==> src/rtl/owr_err_pkg.sv <==
package owr_err_pkg;

    localparam int STS_W    = 5;
    localparam int B_MPE    = 0;
    localparam int B_SERR   = 1;
    localparam int B_IMPE   = 2;
    localparam int B_ISERR  = 3;
    localparam int B_IDET   = 4;

    typedef struct packed {
        logic valid;
        logic is_msg;
    } err_evt_t;

    typedef struct packed {
        logic mode_split;
        logic en_serr;
        logic en_recov;
    } esc_cfg_t;

    function automatic logic serr_decide(err_evt_t e, esc_cfg_t c);
        if (!e.valid || !c.en_serr) return 1'b0;
        if (e.is_msg) return 1'b1;
        return c.mode_split && !c.en_recov;
    endfunction

endpackage

==> src/rtl/owr_txn_track.sv <==
module owr_txn_track
    import owr_err_pkg::*;
(
    input  logic     clk,
    input  logic     rst,
    input  logic     txn_start,
    input  logic     txn_is_msg,
    input  logic     txn_end,
    input  logic     perr_in,
    input  logic     split_perr,
    input  logic     disc_in,
    input  logic     mode_split,
    input  logic     en_perr_resp,
    output err_evt_t evt,
    output logic     drain_hold,
    output logic     retry_req,
    output logic     cpl_ok
);
    logic active, is_msg, err_seen, msg_pend;
    logic acc, ord_evt, msg_evt, errored;

    always_comb begin
        acc       = active && en_perr_resp && perr_in && !err_seen;
        ord_evt   = (acc && !is_msg) || (split_perr && mode_split && en_perr_resp);
        msg_evt   = active && is_msg && txn_end && (msg_pend || acc);
        evt.valid = ord_evt || msg_evt;
        evt.is_msg = msg_evt;
        errored   = err_seen || acc;
    end

    assign drain_hold = active && !is_msg && err_seen;

    always_ff @(posedge clk) begin
        if (rst) begin
            active    <= 1'b0;
            is_msg    <= 1'b0;
            err_seen  <= 1'b0;
            msg_pend  <= 1'b0;
            retry_req <= 1'b0;
            cpl_ok    <= 1'b0;
        end else begin
            retry_req <= active && !is_msg && errored && disc_in;
            cpl_ok    <= active && txn_end && (is_msg || !errored);
            if (txn_start && !active) begin
                active   <= 1'b1;
                is_msg   <= txn_is_msg;
                err_seen <= 1'b0;
                msg_pend <= 1'b0;
            end else if (active) begin
                if (acc) begin
                    err_seen <= 1'b1;
                    if (is_msg) msg_pend <= 1'b1;
                end
                if (txn_end) begin
                    active   <= 1'b0;
                    msg_pend <= 1'b0;
                end
            end
        end
    end
endmodule

==> src/rtl/owr_escalate.sv <==
module owr_escalate
    import owr_err_pkg::*;
(
    input  err_evt_t   evt,
    input  esc_cfg_t   cfg,
    input  logic       mask_mpe,
    input  logic       mask_serr,
    input  logic       en_serr_det_int,
    output logic       serr_now,
    output logic [STS_W-1:0] set_vec
);
    always_comb begin
        serr_now         = serr_decide(evt, cfg);
        set_vec          = '0;
        set_vec[B_MPE]   = evt.valid;
        set_vec[B_IMPE]  = evt.valid && !mask_mpe;
        set_vec[B_SERR]  = serr_now;
        set_vec[B_ISERR] = serr_now && !mask_serr;
        set_vec[B_IDET]  = serr_now && en_serr_det_int;
    end
endmodule

==> src/rtl/owr_sts_regs.sv <==
module owr_sts_regs #(
    parameter int W = 5
) (
    input  logic         clk,
    input  logic         rst,
    input  logic [W-1:0] set_vec,
    input  logic [W-1:0] clr_vec,
    output logic [W-1:0] sts
);
    for (genvar i = 0; i < W; i++) begin : g_bit
        always_ff @(posedge clk) begin
            if (rst)             sts[i] <= 1'b0;
            else if (set_vec[i]) sts[i] <= 1'b1;
            else if (clr_vec[i]) sts[i] <= 1'b0;
        end
    end
endmodule

==> src/rtl/owr_err_resp.sv <==
module owr_err_resp
    import owr_err_pkg::*;
(
    input  logic             clk,
    input  logic             rst,
    input  logic             txn_start,
    input  logic             txn_is_msg,
    input  logic             txn_end,
    input  logic             perr_in,
    input  logic             split_perr,
    input  logic             disc_in,
    input  logic             mode_split,
    input  logic             en_perr_resp,
    input  logic             en_serr,
    input  logic             en_recov,
    input  logic             en_serr_det_int,
    input  logic             mask_mpe,
    input  logic             mask_serr,
    input  logic [STS_W-1:0] err_clr,
    output logic [STS_W-1:0] err_sts,
    output logic             serr_pulse,
    output logic             drain_hold,
    output logic             retry_req,
    output logic             cpl_ok
);
    err_evt_t         evt;
    esc_cfg_t         cfg;
    logic             serr_now;
    logic [STS_W-1:0] set_vec;

    assign cfg = '{mode_split: mode_split, en_serr: en_serr, en_recov: en_recov};

    owr_txn_track i_track (
        .clk(clk), .rst(rst), .txn_start(txn_start), .txn_is_msg(txn_is_msg),
        .txn_end(txn_end), .perr_in(perr_in), .split_perr(split_perr),
        .disc_in(disc_in), .mode_split(mode_split), .en_perr_resp(en_perr_resp),
        .evt(evt), .drain_hold(drain_hold), .retry_req(retry_req), .cpl_ok(cpl_ok)
    );

    owr_escalate i_esc (
        .evt(evt), .cfg(cfg), .mask_mpe(mask_mpe), .mask_serr(mask_serr),
        .en_serr_det_int(en_serr_det_int), .serr_now(serr_now), .set_vec(set_vec)
    );

    owr_sts_regs #(.W(STS_W)) i_sts (
        .clk(clk), .rst(rst), .set_vec(set_vec), .clr_vec(err_clr), .sts(err_sts)
    );

    always_ff @(posedge clk) begin
        if (rst) serr_pulse <= 1'b0;
        else     serr_pulse <= serr_now;
    end
endmodule

==> config.mk <==
export PLATFORM = sky130hd
export DESIGN_NAME = owr_err_resp
export DESIGN_NICKNAME = d
export VERILOG_FILES = /design/src/rtl/owr_err_pkg.sv /design/src/rtl/owr_txn_track.sv /design/src/rtl/owr_escalate.sv /design/src/rtl/owr_sts_regs.sv /design/src/rtl/owr_err_resp.sv
export SDC_FILE = /design/constraint.sdc
export NUM_CORES = 1
export LEC_CHECK = 0
export BUFFER_PORTS_ARGS = -buffer_cell sky130_fd_sc_hd__buf_2
export CAP_MARGIN = 20
export CELL_PAD_IN_SITES_DETAIL_PLACEMENT = 1
export CELL_PAD_IN_SITES_GLOBAL_PLACEMENT = 1
export CORE_UTILIZATION = 34
export CTS_CLUSTER_DIAMETER = 80
export DETAILED_ROUTE_END_ITERATION = 7
export GPL_TIMING_DRIVEN = 0
export PLACE_DENSITY_LB_ADDON = 0.1
export SYNTH_ARGS = -nofsm -noshare
export SYNTH_HDL_FRONTEND = slang
export SYNTH_SLANG_ARGS = --single-unit
==> constraint.sdc <==
create_clock -name clk -period 1.7 [get_ports clk]
set_input_delay 0.255 -clock clk [delete_from_list [all_inputs] [get_ports clk]]
set_output_delay 0.255 -clock clk [all_outputs]
set_load 0.02 [all_outputs]
=== Word level (Yosys, flattened, before mapping) ===
Cells that the tools add are included.

* Muxes and demuxes: 23
* Reductions and logical operators: 45

{| class="wikitable"
|+ Operators by type and width
! operator !! count
|-
| $mux W1 || 23
|-
| $logic_and A1 B1 Y1 || 20
|-
| $reduce_bool A2 Y1 || 7
|-
| $logic_not A1 Y1 || 9
|-
| $logic_or A1 B1 Y1 || 6
|-
| $reduce_and A3 Y1 || 1
|-
| $reduce_and A2 Y1 || 1
|-
| $reduce_or A2 Y1 || 1
|}

* Register bits: 12
* Input bits: 20
* Output and inout bits: 9
* Logic and storage cells: 80

=== Logic depth before layout (Yosys ltp) ===
* Depth after elaboration: 14
* Gate-level depth with buffers: 4
* Gate-level depth less buffers: 3

=== Cells and area by module ===
From an unflattened synthesis, not the netlist that was laid out.

* Cells, all modules: 61
* Area, all modules: 561.8 um^2

{| class="wikitable"
|+ Modules (own cells, without submodules)
! module !! times used !! cells each !! area each (um^2) !! seq. area each (um^2)
|-
| owr_txn_track || 1 || 29 || 282.8 || 120.1
|-
| owr_sts_regs || 1 || 20 || 175.2 || 100.1
|-
| owr_escalate || 1 || 10 || 70.1 || 0.0
|-
| owr_err_resp || 1 || 2 || 33.8 || 20.0
|}

=== Worst setup path before layout ===
OpenSTA, ideal clock, no wires.

* Kind: reg-to-reg
* Start point: reg i_track.active
* End point: reg i_track.msg_pend
* Setup time: 0.103 ns
* Arrival: 0.923 ns
* Data required time: 1.597 ns
* Setup slack: 0.673 ns
* Cell stages (with the launch flop): 5
* Buffers on the path: 1
* Period minus slack after synthesis: 1.027 ns
* Cell sequence: dfxtp_1 buf_6 and4b_4 a21oi_2 a2111oi_2

* Cells in the longest elaborated chain, start to end: 5
* Elaborated cells on any way between the ends: 8
* Classes of those cells: reduce/logical: 8

{| class="wikitable"
|+ Ends and longest elaborated chain
! element !! RTL line !! text
|-
| start: declaration || owr_txn_track.sv:19 || <nowiki>logic active, is_msg, err_seen, msg_pend;</nowiki>
|-
| start signal: assignment || owr_txn_track.sv:35 || <nowiki>active <= 1'b0;</nowiki>
|-
| start signal: assignment || owr_txn_track.sv:45 || <nowiki>active <= 1'b1;</nowiki>
|-
| start signal: assignment || owr_txn_track.sv:55 || <nowiki>active <= 1'b0;</nowiki>
|-
| $logic_and A1 B1 Y1 (3 in series) || owr_txn_track.sv:23 || <nowiki>acc = active && en_perr_resp && perr_in && !err_seen;</nowiki>
|-
| $reduce_bool A2 Y1 (no source line) || - ||
|-
| $reduce_and A3 Y1 (no source line) || - ||
|-
| end signal: assignment || owr_txn_track.sv:38 || <nowiki>msg_pend <= 1'b0;</nowiki>
|-
| end signal: assignment || owr_txn_track.sv:48 || <nowiki>msg_pend <= 1'b0;</nowiki>
|-
| end signal: assignment || owr_txn_track.sv:52 || <nowiki>if (is_msg) msg_pend <= 1'b1;</nowiki>
|-
| end: declaration || owr_txn_track.sv:19 ||
|}

Parallel ways exist; a longest one is shown, timed or not.
A chain may end at the register's enable or synchronous reset.

=== Final worst setup path ===
* Start point: reg i_track.is_msg
* End point: out drain_hold

* Cells in the longest elaborated chain, start to end: 3

{| class="wikitable"
|+ Ends and longest elaborated chain
! element !! RTL line !! text
|-
| start: declaration || owr_txn_track.sv:19 ||
|-
| start signal: assignment || owr_txn_track.sv:46 || <nowiki>is_msg <= txn_is_msg;</nowiki>
|-
| $logic_not A1 Y1 || owr_txn_track.sv:31 || <nowiki>assign drain_hold = active && !is_msg && err_seen;</nowiki>
|-
| $logic_and A1 B1 Y1 (2 in series) || owr_txn_track.sv:31 ||
|-
| end: declaration || owr_err_resp.sv:22 || <nowiki>output logic drain_hold,</nowiki>
|}

No other way between the ends.

==> results.json <==
{
  "number_of_vias_after_detailed_routing": 592,
  "cp_data_arrival_time_ps": 1090,
  "ir_drop_uv": 556,
  "wire_per_inst_um": 12.5,
  "static-leakage-power_nw": 0.379,
  "yosys_warnings": 0,
  "gpl.final_weighted_congestion": 0.755,
  "internal_power_w": 0.000416,
  "post_route_cells_drive_above_1_share_pct": 48.4,
  "viasPerCell": 5.06,
  "pwr-share-seq_pct": 52.0,
  "cts.sink_count": 12,
  "top_level_ports": 29,
  "die-width_um": 44.3,
  "cts.hold.buffers_added": 0,
  "net-switching-power_w": 0.000146,
  "synth_top_area_cell": "sky130_fd_sc_hd__dfxtp_1",
  "synth_top_flop_cell": "sky130_fd_sc_hd__dfxtp_1",
  "instances_no_fill": 117,
  "mappedNetlistNets": 82,
  "seq_area_frac_synth_pct": 39.5,
  "top_area_cell_type_share_of_the_netlist_area_pct": 39.5,
  "final_period_minus_worst_setup_slack_ps": 1340,
  "antenna-diode-count": 0,
  "setup-violations-final": 0,
  "timing.rr.start": "i_track.active$_SDFF_PP0_",
  "tritoncts.num_buffers": 3,
  "timing_hold_violations_final": 0,
  "root_buffer": "sky130_fd_sc_hd__clkbuf_4",
  "cts_repair_resize_count": 0,
  "design.core.area_um2": 1590,
  "floorplan.die.height_um": 44.3,
  "syn_to_final_growth_pct": 31.7,
  "worst_clock_skew_ps": 3.93,
  "timing.hold.worst_endpoint": "i_track.is_msg$_SDFFE_PP0P_",
  "synth_edf_count": 0,
  "floorplan.initialDensity_pct": 38.1,
  "globalRoute.totalOverflow": 0,
  "number_of_standard_cells_after_synthesis": 62,
  "critPathCaptureType": "primary output",
  "dp.cells": 114,
  "yosys.cell_types.count": 32,
  "avgSynthCellArea_um2": 9.81,
  "drc_marker_count_from_the_first_detailed_route_iteration": 3,
  "async_reset_ff_share_pct": 0,
  "count_of_maximum_capacitance_violations": 0,
  "dominant_cell_by_count_in_the_synthesized_netlist": "sky130_fd_sc_hd__dfxtp_1",
  "grt_first_pass_wirelength_um": 2440,
  "drt-pass1-iter-count": 2,
  "power.density_nw_per_um2": 702,
  "cts.reportedPaths.clkPinSlew_ps": 70,
  "groute.usage.overall_pct": 17.7,
  "tritoncts": "built",
  "postSynthRegisterBits": 12,
  "tightest_slew_ps": 273,
  "post-route-drc-count": 0,
  "antenna_left": 0,
  "cp_data_required_time_ps": 1440,
  "maxSlewViolCount": 0,
  "type_of_the_worst_setup_path": "flop to primary output",
  "detail_route.wirelength_um": 1470,
  "holdCritPathClass": "primary input to flop",
  "timing.slew.headroom_pct": 81.7,
  "synth_area_leaders": "sky130_fd_sc_hd__dfxtp_1 (40%), sky130_fd_sc_hd__buf_6 (5.6%), sky130_fd_sc_hd__nor2_1 (4.9%)",
  "r2r.worst_path.cells": 4,
  "placementRows": 14,
  "endpoint_of_the_lowest_slack_register_to_register_path": "i_track.msg_pend$_SDFFE_PP0P_",
  "synth.cell_area_um2": 608,
  "finalNetCount": 115,
  "holdCritStartpoint": "txn_is_msg",
  "timing.hold.ws_ps": 218,
  "crit_path_max_fo": 10,
  "min_period_over_period_pct": 78.9,
  "grt_start_max_net_pins": 11,
  "synth.cells.most_frequent": "sky130_fd_sc_hd__dfxtp_1 (12), sky130_fd_sc_hd__nor2_1 (8)",
  "port_buffers": 28,
  "max-clock-path-buffers": 2,
  "n_fill_cell": 198,
  "start_kind": "flop",
  "p_clk_share_pct": 31.5,
  "clk-insertion-delay-late_ps": 280,
  "hpwlAfterDp_um": 1140,
  "rrSetupSlack_ps": 590,
  "setup_total_negative_slack_ps": 0,
  "worst_hold_path.num_cells": 3,
  "grt_pass1_vias": 584,
  "comb_power_share_pct": 16.5,
  "cts-htree-levels": 1,
  "antenna_violations_before_repair": 0,
  "cts_post_setup_buffers_inserted": 0,
  "sw_frac_of_total_pct": 26.0,
  "rsz_0062_raised_after_global_routing": "no",
  "fmaxAchievable_mhz": 746,
  "outcome": "finished clean",
  "die_area_um2": 1960
}
[registers in the layout, summed over array words and instances (netlist names)]
register	flops
i_sts.sts	5
i_track.active	1
i_track.cpl_ok	1
i_track.err_seen	1
i_track.is_msg	1
i_track.msg_pend	1
i_track.retry_req	1
serr_pulse	1
[routing by layer]
metal | global-route usage, % | share of wire [%] | vias to the layer above
met2 | 28.5 | 46 | 24
met1 | 20.1 | 45 | 269
li1 | - | - | 297
met4 | 7.27 | 0.89 | 0
met3 | 8.16 | 7.9 | 2
met5 | 0 | 0 | -
[how the worst max path moves through the flow]
stage               slack, ps                   startpoint                       endpoint
detailed placement        610    i_track.active$_SDFF_PP0_  i_track.msg_pend$_SDFFE_PP0P_
finish                    360  i_track.is_msg$_SDFFE_PP0P_                     drain_hold
floorplan                 670    i_track.active$_SDFF_PP0_  i_track.msg_pend$_SDFFE_PP0P_
CTS                       340  i_track.is_msg$_SDFFE_PP0P_                     drain_hold
global placement          630    i_track.active$_SDFF_PP0_  i_track.msg_pend$_SDFFE_PP0P_
global route              300  i_track.is_msg$_SDFFE_PP0P_                     drain_hold
[cell families (layout without fill, tap and decap cells)]
family | after synthesis | in the layout | synth area share (%)
buffers and inverters | 4 | 35 | 6.17
AO/OA/AOI/OAI | 15 | 15 | 20.8
multiplexers | 1 | 1 | 1.65
AND/OR/NAND/NOR | 30 | 30 | 31.9
flip-flops | 12 | 12 | 39.5
[stage by stage]
stage	utilization (%)	setup WS [ps]	instance area (µm²)	power [W]
6_report	50.2	359	801	0.000562
5_1_grt	50.2	303	801	0.000599
4_1_cts	50.2	338	801	0.000575
3_5_place_dp	48.8	613	778	0.000392
3_3_place_gp	48.8	633	778	0.000390
2_1_floorplan	-	673	608	0.000352
[final cells by class]
type | instances | area (µm²) | share of cell area (%)
tap | 24 | 30.0 | 3.75
buffer | 3 | 33.8 | 4.22
inverter | 1 | 3.75 | 0.469
sequential | 12 | 240 | 30.0
timing repair buffer | 28 | 140 | 17.5
multi-input combinational | 46 | 330 | 41.3
clock buffer | 3 | 22.5 | 2.81
[critical path, stage by stage (launching register included)]
cell,delay [ps]
sky130_fd_sc_hd__dfxtp_1,330
sky130_fd_sc_hd__buf_6,130
sky130_fd_sc_hd__and3b_2,200
sky130_fd_sc_hd__buf_2,150
[power by group through the flow]
stage | registers [W] | logic [W] | clock network (W)
6_report | 0.000292 | 0.0000930 | 0.000177
3_5_place_dp | 0.000299 | 0.0000937 | 0
5_1_grt | 0.000293 | 0.000104 | 0.000203
3_3_place_gp | 0.000298 | 0.0000919 | 0
4_1_cts | 0.000292 | 0.0000940 | 0.000189
2_1_floorplan | 0.000304 | 0.0000482 | 0
[cell usage in the layout (no fill, tap or decap), types with 2 or more instances in the layout]
cell type                  count
sky130_fd_sc_hd__clkbuf_4      3
sky130_fd_sc_hd__a31oi_1       3
sky130_fd_sc_hd__a21oi_1       2
sky130_fd_sc_hd__nand2b_1      3
sky130_fd_sc_hd__a22oi_1       2
sky130_fd_sc_hd__buf_2        28
sky130_fd_sc_hd__dfxtp_1      12
sky130_fd_sc_hd__nor3_1        2
sky130_fd_sc_hd__o221ai_1      2
sky130_fd_sc_hd__nor2_1        8
sky130_fd_sc_hd__nand2_1       3
sky130_fd_sc_hd__buf_6         3
(Power assumes the default switching activity.)
